[config.mk]
export PLATFORM = sky130hd
export DESIGN_NAME = audio_srg
export DESIGN_NICKNAME = d
export VERILOG_FILES = /design/src/rtl/srg_pkg.sv /design/src/rtl/srg_bitclk_div.sv /design/src/rtl/srg_frame_ctr.sv /design/src/rtl/srg_pol_out.sv /design/src/rtl/audio_srg.sv
export SDC_FILE = /design/constraint.sdc
export NUM_CORES = 1
export LEC_CHECK = 0
export BUFFER_PORTS_ARGS = -buffer_cell sky130_fd_sc_hd__buf_4
export CAP_MARGIN = 20
export CORE_ASPECT_RATIO = 1.1
export CORE_MARGIN = 2
export CORE_UTILIZATION = 45
export DETAILED_ROUTE_END_ITERATION = 10
export HOLD_SLACK_MARGIN = 0.03
export PLACE_DENSITY_LB_ADDON = 0.25
export SLEW_MARGIN = 0
export SYNTH_ARGS = -nofsm -noshare
export SYNTH_HDL_FRONTEND = slang
export SYNTH_SLANG_ARGS = --single-unit
[constraint.sdc]
create_clock -name clk -period 3.1 [get_ports clk]
set_input_delay 0.62 -clock clk [delete_from_list [all_inputs] [get_ports clk]]
set_output_delay 0.62 -clock clk [all_outputs]
set_load 0.05 [all_outputs]
[src/rtl/srg_pkg.sv]
package srg_pkg;
    typedef enum logic [1:0] {
        SRG_IDLE     = 2'd0,
        SRG_CLK_ONLY = 2'd1,
        SRG_FRAMING  = 2'd2
    } srg_state_e;

    localparam int DIV_LSB   = 0;
    localparam int WID_LSB   = 8;
    localparam int PER_LSB   = 16;
    localparam int FSSEL_BIT = 28;
    localparam int CFG_W     = FSSEL_BIT + 1;
endpackage

[src/rtl/srg_bitclk_div.sv]
module srg_bitclk_div #(
    parameter int DIV_W = 8
) (
    input  logic             clk,
    input  logic             rst_n,
    input  logic             en,
    input  logic [DIV_W-1:0] div,
    output logic             tick,
    output logic             raw,
    output logic [DIV_W-1:0] cnt_o
);
    logic [DIV_W-1:0] cnt;
    logic [DIV_W-1:0] dmax;
    logic [DIV_W-1:0] half;

    // A divide field of zero is stretched to one so the clock can toggle.
    assign dmax = (div == '0) ? DIV_W'(1) : div;
    assign half = dmax >> 1;

    always_ff @(posedge clk or negedge rst_n) begin
        if (!rst_n) begin
            cnt <= '0;
        end else if (!en) begin
            cnt <= '0;
        end else if (cnt >= dmax) begin
            cnt <= '0;
        end else begin
            cnt <= cnt + DIV_W'(1);
        end
    end

    assign tick  = en && (cnt >= dmax);
    assign raw   = en && (cnt > half);
    assign cnt_o = cnt;
endmodule

[src/rtl/srg_frame_ctr.sv]
module srg_frame_ctr #(
    parameter int PER_W = 12,
    parameter int WID_W = 8
) (
    input  logic             clk,
    input  logic             rst_n,
    input  logic             run,
    input  logic             step,
    input  logic             drive_en,
    input  logic [PER_W-1:0] per,
    input  logic [WID_W-1:0] wid,
    output logic             fs_act,
    output logic [PER_W-1:0] fcnt_o
);
    localparam int CW = (PER_W > WID_W) ? PER_W : WID_W;

    logic [PER_W-1:0] fcnt;
    logic [CW-1:0]    per_x;
    logic [CW-1:0]    wid_x;
    logic [CW-1:0]    fcnt_x;
    logic             in_pulse;

    always_ff @(posedge clk or negedge rst_n) begin
        if (!rst_n) begin
            fcnt <= '0;
        end else if (!run) begin
            fcnt <= '0;
        end else if (step) begin
            if (fcnt >= per) begin
                fcnt <= '0;
            end else begin
                fcnt <= fcnt + PER_W'(1);
            end
        end
    end

    assign per_x  = CW'(per);
    assign wid_x  = CW'(wid);
    assign fcnt_x = CW'(fcnt);

    // A width not shorter than the period leaves only the last bit inactive.
    assign in_pulse = (wid_x < per_x) ? (fcnt_x <= wid_x) : (fcnt_x != per_x);
    assign fs_act   = run && drive_en && in_pulse;
    assign fcnt_o   = fcnt;
endmodule

[src/rtl/srg_pol_out.sv]
module srg_pol_out #(
    parameter int LANES = 2
) (
    input  logic             bclk_raw,
    input  logic             fs_act,
    input  logic [LANES-1:0] clk_pol,
    input  logic [LANES-1:0] fs_pol,
    output logic [LANES-1:0] bclk,
    output logic [LANES-1:0] fs
);
    for (genvar i = 0; i < LANES; i++) begin : g_lane
        assign bclk[i] = clk_pol[i] ? bclk_raw : ~bclk_raw;
        assign fs[i]   = fs_act ^ fs_pol[i];
    end
endmodule

[src/rtl/audio_srg.sv]
module audio_srg
    import srg_pkg::*;
#(
    parameter int DIV_W = 8,
    parameter int WID_W = 8,
    parameter int PER_W = 12
) (
    input  logic             clk,
    input  logic             rst_n,
    input  logic             gen_run,
    input  logic             fs_run,
    input  logic [CFG_W-1:0] gen_cfg,
    input  logic [3:0]       pol,
    output logic             bclk_tx,
    output logic             bclk_rx,
    output logic             fs_tx,
    output logic             fs_rx
);
    localparam int LANES = 2;

    srg_state_e       state;
    srg_state_e       nxt;
    logic             div_en;
    logic             frame_run;
    logic             bit_tick;
    logic             bclk_raw;
    logic             fs_act;
    logic [DIV_W-1:0] div_cnt;
    logic [PER_W-1:0] frm_cnt;
    logic [LANES-1:0] bclk_v;
    logic [LANES-1:0] fs_v;

    always_ff @(posedge clk or negedge rst_n) begin
        if (!rst_n) begin
            state <= SRG_IDLE;
        end else begin
            state <= nxt;
        end
    end

    always_comb begin
        nxt = state;
        unique case (state)
            SRG_IDLE: begin
                if (gen_run) nxt = SRG_CLK_ONLY;
            end
            SRG_CLK_ONLY: begin
                if (!gen_run)                nxt = SRG_IDLE;
                else if (fs_run && bit_tick) nxt = SRG_FRAMING;
            end
            SRG_FRAMING: begin
                if (!gen_run)    nxt = SRG_IDLE;
                else if (!fs_run) nxt = SRG_CLK_ONLY;
            end
            default: nxt = SRG_IDLE;
        endcase
    end

    always_comb begin
        div_en    = (state != SRG_IDLE);
        frame_run = (state == SRG_FRAMING);
    end

    srg_bitclk_div #(.DIV_W(DIV_W)) u_div (
        .clk   (clk),
        .rst_n (rst_n),
        .en    (div_en),
        .div   (gen_cfg[DIV_LSB +: DIV_W]),
        .tick  (bit_tick),
        .raw   (bclk_raw),
        .cnt_o (div_cnt)
    );

    srg_frame_ctr #(.PER_W(PER_W), .WID_W(WID_W)) u_frm (
        .clk      (clk),
        .rst_n    (rst_n),
        .run      (frame_run),
        .step     (bit_tick),
        .drive_en (gen_cfg[FSSEL_BIT]),
        .per      (gen_cfg[PER_LSB +: PER_W]),
        .wid      (gen_cfg[WID_LSB +: WID_W]),
        .fs_act   (fs_act),
        .fcnt_o   (frm_cnt)
    );

    // Lane 0 is receive, lane 1 is transmit.
    srg_pol_out #(.LANES(LANES)) u_pol (
        .bclk_raw (bclk_raw),
        .fs_act   (fs_act),
        .clk_pol  (pol[1:0]),
        .fs_pol   (pol[3:2]),
        .bclk     (bclk_v),
        .fs       (fs_v)
    );

    assign bclk_rx = bclk_v[0];
    assign bclk_tx = bclk_v[1];
    assign fs_rx   = fs_v[0];
    assign fs_tx   = fs_v[1];
endmodule

After elaboration in Yosys (flattened, before gate mapping)
Cells that the tools add are included.
{"block": "totals", "inputBits": 37, "rom_bits": 0, "register_bits": 22, "out_inout_bits": 4, "ramBits": 0, "latch_bits": 0, "n_memories": 0}
{"block": "classes", "reduce_logical": 9, "shift": 0, "n_bitwise": 3, "order_cmp": 5, "multipliers": 0, "n_addsub": 2, "n_mux": 15, "n_eq_ne": 7, "n_div": 0}
{"operator": "two-way mux 12 bit", "count": 3}
{"operator": "two-way mux 8 bit", "count": 3}
{"operator": "adder 12 x 1 -> 12 bit, second input constant", "count": 1}
{"operator": "greater-or-equal comparator 12 bit", "count": 1}
{"operator": "less-or-equal comparator 12 x 8 -> 1 bit", "count": 1}
{"operator": "< comparator 8 x 12 -> 1 bit", "count": 1}
{"operator": "!= test 12 bit", "count": 1}
{"operator": "two-way mux 2 bit", "count": 5}
{"operator": "adder 8 x 1 -> 8 bit, second input constant", "count": 1}
{"operator": "greater-or-equal comparator 8 bit", "count": 1}
{"operator": "> comparator 8 x 7 -> 1 bit", "count": 1}
{"operator": "zero test 8 bit", "count": 1}
{"operator": "!= test 3 bit, second input constant", "count": 2}
{"operator": "one-hot mux 2 bit (3 select lines)", "count": 1}
{"operator": "logical AND 1 bit", "count": 5}
{"operator": "!= test 2 bit, second input constant", "count": 2}
{"operator": "two-way mux 1 bit", "count": 3}
{"operator": "AND reduction 3 bit", "count": 1}
{"operator": "== test 2 x 1 -> 1 bit, second input constant", "count": 1}
{"operator": "== test 2 bit, second input constant", "count": 1}
{"operator": "zero test 2 bit", "count": 1}
{"operator": "nonzero test 2 bit", "count": 1}
{"operator": "bitwise XOR 1 bit", "count": 2}
{"operator": "inverter 1 bit", "count": 1}

Longest topological paths before layout
Gate-level depths: netlist (run 1).
{"block": "logic_depth", "word_depth": 8, "mapped_depth": 10, "ltp_nobuf": 9}

By module
Synthesis (run 1) repeated with hierarchy kept, for this count alone.
{"block": "hier_totals", "cells_unflattened": 264, "area_unflattened_um2": 2301.0}
{"mod": "srg_frame_ctr", "cells_per_inst": 173, "instances": 1, "area_per_inst_um2": 1406.3, "seq_area_each_um2": 300.3}
{"mod": "srg_bitclk_div", "cells_per_inst": 78, "instances": 1, "area_per_inst_um2": 749.5, "seq_area_each_um2": 200.2}
{"mod": "audio_srg", "cells_per_inst": 9, "instances": 1, "area_per_inst_um2": 110.1, "seq_area_each_um2": 50.0}
{"mod": "srg_pol_out", "cells_per_inst": 4, "instances": 1, "area_per_inst_um2": 35.0, "seq_area_each_um2": 0.0}

Worst setup path before layout (run 1)
Ideal clock, no wire load.
{"block": "synth_timing", "path_type": "input port to output port", "start": "input port gen_cfg[19]", "end": "output port fs_rx", "slack_ns": 0.001, "path_stages": 8, "n_path_buf": 0, "t_arrival_ns": 2.479, "cell_sequence": "inv_1 -> ha_1 -> nand3_1 -> or4_1 -> nand2_1 -> nor2_1 -> or3b_1 -> nand4_1"}
{"block": "synth_between", "elab_chain_cells": 4, "word_cells_on_any_way": 5}
{"element": "start: declaration", "line_no": "audio_srg.sv:12", "source": "input logic [CFG_W-1:0] gen_cfg,"}
{"element": "< comparator 8 x 12 -> 1 bit or != test 12 bit (tied branches)", "line_no": "srg_frame_ctr.sv:42", "source": "assign in_pulse = (wid_x < per_x) ? (fcnt_x <= wid_x) : (fcnt_x != per_x);"}
{"element": "two-way mux 1 bit (*)", "line_no": "srg_frame_ctr.sv:42"}
{"element": "logical AND 1 bit (*)", "line_no": "srg_frame_ctr.sv:43", "source": "assign fs_act = run && drive_en && in_pulse;"}
{"element": "bitwise XOR 1 bit (*)", "line_no": "srg_pol_out.sv:13", "source": "assign fs[i] = fs_act ^ fs_pol[i];"}
{"element": "end: declaration", "line_no": "audio_srg.sv:17", "source": "output logic fs_rx"}
Mark *: on every way between the ends. The rest lies on a longest branch, timed or not.

Final worst setup path (run 1)
{"block": "layout_timing", "start": "input port gen_cfg[27]", "end": "output port fs_rx"}
Same word-level chain as after synthesis.

==> results of run 1 <==
metrics by stage:
step | cells | power (mW) | utilization | hold WS [ns]
detailed placement | 380 | 0.466 | 0.551 | 0.528
global placement | 380 | 0.463 | 0.551 | 0.529
finish | 388 | 0.734 | 0.587 | 0.237
CTS | 385 | 0.737 | 0.569 | 0.240
floorplan | 275 | 0.390 | - | 0.324
global route | 388 | 0.780 | 0.587 | 0.248
cells by family (layout without fill, tap and decap cells):
group                    after synthesis  count (layout)
AND/OR/NAND/NOR                      101             101
adder cells (fa/ha/maj)               44              44
AO/OA/AOI/OAI                         63              63
flip-flops                            22              22
XOR/XNOR                              10              10
buffers and inverters                 35              90
where the power goes:
group          internal [mW]  switching, mW  total, mW
clock network          0.172         0.0942      0.267
logic                 0.0826         0.0862      0.169
registers              0.291        0.00733      0.298
total                  0.546          0.188      0.734
routing by layer:
| metal | track usage | routed length, µm | vias up | part of all wire |
|---|---|---|---|---|
| li1 | - | - | 1109 | - |
| met1 | 0.241 | 2330 | 1020 | 0.44 |
| met2 | 0.350 | 2780 | 32 | 0.52 |
| met3 | 0.0216 | 159 | 6 | 0.030 |
| met4 | 0.0453 | 51 | 0 | 0.0096 |
| met5 | 0 | 0 | - | 0 |
critical path, stage by stage:
cell	delay [ns]
buf_4	0.08
inv_1	0.06
ha_4	0.27
nand4_1	0.10
or4_4	0.56
nand2_4	0.08
nor2_4	0.04
or3b_1	0.35
nand4_1	0.11
buf_6	0.16
cells in the final DEF, fill, tap and decap left out, types with 3 or more instances in the layout:
master / count
nand2b_1: 4
nor2_1: 23
xor2_1: 9
dfrtp_2: 4
o21ai_0: 16
nor2b_1: 6
buf_4: 53
nor3_1: 5
nand3_1: 10
ha_4: 3
inv_1: 30
ha_1: 41
nand2_1: 16
nand4_1: 9
nor4_1: 3
a21o_1: 5
dfrtp_1: 18
a21oi_1: 11
a211oi_1: 3
and3_1: 7
clkbuf_8: 3
a22o_1: 7
registers in the layout (all words and copies together) (netlist names):
name / cells
u_div.cnt_o: 8
state: 2
u_frm.fcnt_o: 12
timing repair:
item	CTS	global route
cloned	0	0
hold buffers	0	0
pin swaps	0	8
gates resized for setup	4	13
setup endpoints to repair	2	2
buffers inserted	1	3
final cells by class:
| cell class | count | area, µm² | share of cell area |
|---|---|---|---|
| Inverter | 31 | 116 | 0.0399 |
| Multi-Input combinational cell | 218 | 1680 | 0.576 |
| Clock buffer | 3 | 41.3 | 0.0142 |
| Timing Repair Buffer | 55 | 420 | 0.144 |
| Sequential cell | 22 | 556 | 0.191 |
| Clock inverter | 1 | 30.0 | 0.0103 |
| Tap cell | 58 | 72.6 | 0.0249 |
worst max path at each step:
stage,to,from
final,fs_rx,gen_cfg[27]
after global routing,fs_tx,u_frm.fcnt_o[9]$_DFFE_PN0P_
after CTS,fs_rx,u_frm.fcnt_o[6]$_DFFE_PN0P_
after detailed placement,fs_rx,gen_cfg[18]
after global placement,fs_rx,gen_cfg[23]
after floorplan,fs_rx,gen_cfg[19]
==> impl_metrics.toml, run 1 <==
[routing]
wl_mm = 5.32
drc_errors = 0
drtIter0Drc = 45
drt_pre_antenna_iters = 4
detail-route-antenna-nets = 0
drt-wirelength-per-cell_um = 13.7
num_vias = 2167
vias_per_cell = 5.59

[timing]
setup_viol = 0
fin_crit_sh = 0.986
finalWorstSetupSlack_ns = 0.0440
max-slew-margin-rel = 0.434
tightest_slew_ns = 0.841
rsz0062_at_grt = "true"
hold_viol = 0
max_freq_mhz = 327
tns_ns = 0
skew_ns = 0.00765
final_max_slew_viol_count = 0
period_minus_slack_ns = 3.06

[synthesis]
yosysMostFrequentCell = "ha_1"
yosys.area.top_type_share = 0.239
synth_top_family_by_area = "adder cells"
synth_seq_area_share = 0.239
synth_cell_types = 49
synth-xor-area-share = 0.0380
synth-seq-cells = 22
async_flop_share = 1.00
yosys.area.top_type = "dfrtp_1"
synth_area_leaders = "dfrtp_1 24%, ha_1 24%, inv_1 5.0%, nor2_1 3.9%, o21ai_0 3.5%"
avgSynthCellArea_um2 = 8.39
syn_area_mm2 = 0.00231
synthMuxAreaShare = 0
ys_top_cells_by_count = "44 x ha_1, 31 x inv_1, 24 x nor2_1, 22 x dfrtp_1, 17 x nand2_1"
synthSimpleGateAreaFrac = 0.235
synth_edf_count = 0
synth_fa_ha_area_frac = 0.239
synth_compound_area_frac = 0.187
synth_nets = 356
syn_inst = 275
ys_dominant_reg_cell = "dfrtp_1"
ys_warn_count = 0

[placement]
hpwl_mm = 4.29
placed_area_mm2 = 0.00273
port_buffers = 40
pre_cts_ws_ns = -0.0195
gp_congestion = 0.826

[clock_network]
cts_made_buffers = 3
clk_root_buffer_cell = "clkbuf_8"
clk_path_buf_depth = 2
cts_tree = "built"
path_clk_slew_ns = 0.08
htree_levels = 1
clkLatencyLatePin_ns = 0.26
cts.sinks = 22

[worst_setup_path]
r2r_setup_slack_ns = 0.63
end_kind = "output pin"
required_ns = 2.48
critPathLaunchType = "input port"
reg2reg_depth = 8
r2r_end = "u_frm.fcnt_o[7]$_DFFE_PN0P_"
crit_type = "in -> out"
path_max_fanout = 4
crit_arrival_ns = 2.44
r2r-start = "u_frm.fcnt_o[6]$_DFFE_PN0P_"

[global_route]
grt_max_degree = 23
grt_pass1_vias = 2144
grt_use_total = 0.193
grt_pass1_wl_mm = 9.07
grt_overflow_total = 0
antenna_found_initial = 0

[die]
core_mm2 = 0.00497
rows = 27
initial_core_util = 0.464
die_h_um = 79.1
die_w_um = 72.3
die_area_mm2 = 0.00571
pin_count = 41

[min_path]
hold_path.class = "in -> async"

[outcome]
status = "complete, no violations"

[finish]
antenna_cells = 0
final_layout_size_suffix_gt1_frac = 0.252
final_cell_area_mm2 = 0.00291
fill_cells = 459
finalNetCount = 412
area_growth_pct = 26.3

[job]
drv_cap = 0

[power_and_ir_drop]
p_leak_nw = 1.55
ir_drop_mv = 0.186
power_density_mw_per_mm2 = 252
(Power assumes the default switching activity.)
==> run 2, diff against run 1 <==
--- a/config.mk
+++ b/config.mk
@@ -6,13 +6,12 @@
 export NUM_CORES = 1
 export LEC_CHECK = 0
 export BUFFER_PORTS_ARGS = -buffer_cell sky130_fd_sc_hd__buf_4
-export CAP_MARGIN = 20
 export CORE_ASPECT_RATIO = 1.1
-export CORE_MARGIN = 2
 export CORE_UTILIZATION = 45
 export DETAILED_ROUTE_END_ITERATION = 10
 export HOLD_SLACK_MARGIN = 0.03
 export PLACE_DENSITY_LB_ADDON = 0.25
+export SETUP_SLACK_MARGIN = 0.05
 export SLEW_MARGIN = 0
 export SYNTH_ARGS = -nofsm -noshare
 export SYNTH_HDL_FRONTEND = slang
==> impl_metrics.toml, run 2 (synthesis results as in run 1) <==
[die]
die_area_mm2 = 0.00542
die_w_um = 70.3
die_h_um = 77.1
core_mm2 = 0.00478
rows = 26
initial_core_util = 0.482
pin_count = 41

[finish]
antenna_cells = 0
area_growth_pct = 25.5
final_common_cell = "buf_4"
final_cell_area_mm2 = 0.00289
final_cell_mix = "50 x buf_4, 40 x ha_1, 29 x inv_1"
final_layout_size_suffix_gt1_frac = 0.260
largest_reg_flops = 12
fill_cells = 430
finalNetCount = 409
fin_util = 0.605

[clock_network]
clk_root_buffer_cell = "clkbuf_8"
clk_path_buf_depth = 2
cts_hold_buffers = 0
path_clk_slew_ns = 0.08
clkLatencyLatePin_ns = 0.26
cts_tree = "built"
htree_levels = 1
cts.sinks = 22
cts_made_buffers = 3

[worst_setup_path]
cpMostUsedCell = "nand4_1"
r2r_end = "u_frm.fcnt_o[7]$_DFFE_PN0P_"
path_max_fanout = 4
crit_type = "in -> out"
path_delay_family = "simple AND/OR/NAND/NOR gates"
crit_arrival_ns = 2.41
path_buf_inv = 3
crit_path_start = "gen_cfg[27]"
reg2reg_depth = 8
required_ns = 2.48
r2r_setup_slack_ns = 0.64
crit_slowest_cell = "or4_4"
r2r-start = "u_frm.fcnt_o[5]$_DFFE_PN0P_"
worstPathCellList = "buf_4 -> inv_1 -> ha_4 -> nand4_1 -> or4_4 -> nand2_2 -> nor2_2 -> or3b_1 -> nand4_1 -> buf_6"
critPathLaunchType = "input port"
cpPeakStageDelay_ns = 0.50
end_kind = "output pin"
path_depth = 10
endpoint = "fs_tx"

[routing]
drc_errors = 0
drtIter0Drc = 52
num_vias = 2102
wl_mm = 5.11
drt_pre_antenna_iters = 4
vias_per_cell = 5.49
detail-route-antenna-nets = 0
drt-wirelength-per-cell_um = 13.3

[timing]
max-slew-margin-rel = 0.646
finalWorstSetupSlack_ns = 0.0693
skew_ns = 0.00546
tightest_slew_ns = 0.526
period_minus_slack_ns = 3.03
tns_ns = 0
fin_crit_sh = 0.978
hold_viol = 0
rsz0062_at_grt = "true"
max_freq_mhz = 330
setup_viol = 0
final_max_slew_viol_count = 0

[placement]
pre_cts_ws_ns = 0.0312
gp_congestion = 0.828
port_buffers = 40
placed_area_mm2 = 0.00276
hpwl_mm = 4.24

[power_and_ir_drop]
swShare = 0.255
p_leak_nw = 1.52
switching_power_uw = 186
seq_power_share = 0.408
p_clk_frac = 0.366
comb_power_share = 0.225
internal_power_uw = 544
ir_drop_mv = 0.243
power_density_mw_per_mm2 = 252

[outcome]
status = "complete, no violations"

[global_route]
grt_pass1_vias = 2178
grt_max_degree = 23
antenna_found_initial = 0
grt_overflow_total = 0
grt_use_total = 0.206
grt_pass1_wl_mm = 9.19

[job]
drv_cap = 0

[min_path]
hold_path.class = "in -> async"
==> run 2: metal layers <==
metal | GRT usage | up-vias | share of wire
li1 | - | 1101 | -
met1 | 0.245 | 962 | 0.46
met2 | 0.387 | 32 | 0.51
met3 | 0.0171 | 7 | 0.025
met4 | 0.0580 | 0 | 0.012
met5 | 0 | - | 0
==> run 2: worst min-delay path by stage <==
stage                from                           to  slack, ns  cells past startpoint
global placement    rst_n  u_frm.fcnt_o[6]$_DFFE_PN0P_       0.53                      1
floorplan           rst_n         state[0]$_DFFE_PN0P_       0.32                      0
detailed placement  rst_n     u_div.cnt_o[5]$_DFF_PN0_       0.53                      1
global route        rst_n     u_div.cnt_o[5]$_DFF_PN0_       0.24                      1
CTS                 rst_n     u_div.cnt_o[0]$_DFF_PN0_       0.24                      1
finish              rst_n     u_div.cnt_o[0]$_DFF_PN0_       0.23                      1
==> run 2: repair_timing <==
item                                    4_1_cts  5_1_grt
endpoints found under the setup margin        2        2
gates cloned                                  0        0
setup buffers                                 1        2
gates resized for setup                       6        8
pin swaps                                     0        5
==> run 2: final cells by class <==
class	count	area [µm²]	share of cell area
Timing Repair Buffer	52	398	0.137
Multi-Input combinational cell	218	1680	0.580
Sequential cell	22	559	0.193
Tap cell	56	70.1	0.0242
Clock inverter	1	30.0	0.0104
Inverter	31	116	0.0402
Clock buffer	3	41.3	0.0143
==> run 2: power groups by stage <==
stage | combinational (mW) | sequential [mW] | clock [mW]
after floorplan | 0.0904 | 0.302 | 0
after detailed placement | 0.162 | 0.304 | 0
final | 0.165 | 0.298 | 0.268
after global routing | 0.187 | 0.299 | 0.291
after CTS | 0.166 | 0.299 | 0.273
after global placement | 0.159 | 0.304 | 0
==> run 2: per-stage QoR <==
step	total power, mW	hold slack [ns]	std cells
finish	0.730	0.231	383
global route	0.777	0.244	383
detailed placement	0.466	0.530	376
CTS	0.737	0.240	381
floorplan	0.393	0.324	275
global placement	0.463	0.526	376
==> run 2: worst reg2reg max path, delay by kind of cell (launching register included) <==
family          cells  cell delay, ns
fa+ha+maj           1            0.32
compound gates      5            1.28
simple gates        1            0.14
buf+inv             1            0.17
flops               1            0.45
==> run 3, diff against run 2 <==
--- a/config.mk
+++ b/config.mk
@@ -5,6 +5,7 @@
 export SDC_FILE = /design/constraint.sdc
 export NUM_CORES = 1
 export LEC_CHECK = 0
+export ABC_AREA = 1
 export BUFFER_PORTS_ARGS = -buffer_cell sky130_fd_sc_hd__buf_4
 export CORE_ASPECT_RATIO = 1.1
 export CORE_UTILIZATION = 45
==> impl_metrics.toml, run 3 <==
[outcome]
status = "complete, no violations"

[worst_setup_path]
end_kind = "output pin"
path_delay_family = "buffers and inverters"
required_ns = 2.48
r2r_setup_slack_ns = 1.24
critPathLaunchType = "input port"
worstPathCellList = "buf_4 -> inv_1 -> ha_1 -> a21oi_1 -> o21ai_0 -> nor2_1 -> o21ai_0 -> nand2_1 -> xor2_1 -> buf_4"
path_max_fanout = 3
path_buf_inv = 3
crit_slowest_cell = "ha_1"
crit_arrival_ns = 2.06
cpPeakStageDelay_ns = 0.26
crit_type = "in -> out"

[clock_network]
cts_made_buffers = 3
cts_tree = "built"
htree_levels = 1
path_clk_slew_ns = 0.08
clk_path_buf_depth = 2
cts.sinks = 22
postCtsSetupBuffers = 0
cts_hold_buffers = 0
cts_resized = 0
clk_root_buffer_cell = "clkbuf_8"
clkLatencyLatePin_ns = 0.26

[routing]
detail-route-antenna-nets = 0
wl_mm = 5.36
drc_errors = 0
vias_per_cell = 4.89
drt-wirelength-per-cell_um = 11.6
num_vias = 2253
drtIter0Drc = 60
drt_pre_antenna_iters = 4

[timing]
rsz0062_at_grt = "false"
period_minus_slack_ns = 2.68
tns_ns = 0
tightest_slew_ns = 0.490
final_max_slew_viol_count = 0
hold_ws_ns = 0.235
max_freq_mhz = 373
setup_viol = 0
finalWorstSetupSlack_ns = 0.418
fin_crit_sh = 0.865
hold_viol = 0
max-slew-margin-rel = 0.673
skew_ns = 0.00419

[die]
die_area_mm2 = 0.00573
pin_count = 41
die_w_um = 72.3
initial_core_util = 0.480
core_mm2 = 0.00510
rows = 27
die_h_um = 79.3

[finish]
fill_cells = 513
final_cell_mix = "93 x nand2_1, 62 x inv_1, 44 x ha_1"
fin_util = 0.566
antenna_cells = 0
final_cells = 461
final_common_cell = "nand2_1"
final_layout_size_suffix_gt1_frac = 0.154
largest_reg_flops = 12
area_growth_pct = 18.1
final_cell_area_mm2 = 0.00289
finalNetCount = 471

[synthesis]
yosysMostFrequentCell = "nand2_1"
synth_top_family_by_area = "simple AND/OR/NAND/NOR gates"
synth_area_leaders = "dfrtp_1 23%, ha_1 23%, nand2_1 14%, inv_1 9.5%, nand4_1 5.6%"
async_flop_share = 1.00
ys_top_cells_by_count = "93 x nand2_1, 62 x inv_1, 44 x ha_1, 22 x dfrtp_1, 22 x nand4_1"
synth_cell_types = 32
syn_area_mm2 = 0.00245
synth_seq_area_share = 0.225
yosys.area.top_type_share = 0.225
synthSimpleGateAreaFrac = 0.313
synth-seq-cells = 22
ys_dominant_reg_cell = "dfrtp_1"
ys_warn_count = 0
synth-xor-area-share = 0.0465
synth_nets = 430
syn_inst = 349
yosys.area.top_type = "dfrtp_1"
synth_edf_count = 0
synthMuxAreaShare = 0
synth_compound_area_frac = 0.0752
synth_fa_ha_area_frac = 0.225
avgSynthCellArea_um2 = 7.01

[global_route]
antenna_found_initial = 0
grt_pass1_wl_mm = 8.91
grt_overflow_total = 0
grt_max_degree = 23
grt_use_total = 0.194
grt_pass1_vias = 2116

[placement]
placed_area_mm2 = 0.00282
hpwl_mm = 4.40
pre_cts_ws_ns = 0.428
port_buffers = 40
gp_congestion = 0.874
dp.cells = 457

[job]
drv_cap = 0

[power_and_ir_drop]
ir_drop_mv = 0.411
power.total_uw = 894
power_density_mw_per_mm2 = 309
p_leak_nw = 1.68

[min_path]
hold_path.class = "in -> async"
## run 3: cell types whose count changed after synthesis, sizes merged, moves of 7 or more
cell,before,now
a22o,8,0
nand2,17,94
inv,31,63
and3,8,0
o21ai,17,5
nand4,9,22
nor2b,7,0
## run 3: cells by family (layout without fill, tap and decap cells)
group                    after synthesis  in the layout
AND/OR/NAND/NOR                      166            166
buffers and inverters                 72            112
adder cells (fa/ha/maj)               44             44
AO/OA/AOI/OAI                         32             32
flip-flops                            22             22
XOR/XNOR                              13             13
## run 3: cell type report
| type | count | area, µm² | area share |
|---|---|---|---|
| multi-input cells | 255 | 1610 | 0.559 |
| flip-flops and latches | 22 | 551 | 0.191 |
| repair buffers | 42 | 315 | 0.109 |
| inverters | 66 | 248 | 0.0858 |
| well taps | 72 | 90.1 | 0.0312 |
| clock buffers | 3 | 41.3 | 0.0143 |
| clock inverters | 1 | 30.0 | 0.0104 |
## run 3: power by group
group | total, mW | internal, mW | switching (mW)
combinational | 0.291 | 0.122 | 0.168
clock | 0.267 | 0.172 | 0.0943
sequential | 0.336 | 0.309 | 0.0274
## run 3: path summary, 6_finish.rpt
| kind | startpoint | to | cells after the start |
|---|---|---|---|
| max | gen_cfg[6] | bclk_tx | 10 |
| min | rst_n | u_frm.fcnt_o[8]$_DFFE_PN0P_ | 1 |
| max reg2reg | u_div.cnt_o[0]$_DFF_PN0_ | u_frm.fcnt_o[11]$_DFFE_PN0P_ | 11 |
| min reg2reg | u_div.cnt_o[0]$_DFF_PN0_ | u_div.cnt_o[0]$_DFF_PN0_ | 1 |
| max in group asynchronous | rst_n | u_frm.fcnt_o[5]$_DFFE_PN0P_ | 1 |
| min in group clk | u_div.cnt_o[0]$_DFF_PN0_ | u_div.cnt_o[0]$_DFF_PN0_ | 1 |
## run 3: metal layers
| layer | wire length, µm | track usage | vias to the layer above | share of wire |
|---|---|---|---|---|
| met2 | 2660 | 0.360 | 32 | 0.50 |
| met4 | 71 | 0.0490 | 0 | 0.013 |
| met5 | 0 | 0 | - | 0 |
| met3 | 120 | 0.0127 | 6 | 0.022 |
| li1 | - | - | 1212 | - |
| met1 | 2510 | 0.241 | 1003 | 0.47 |
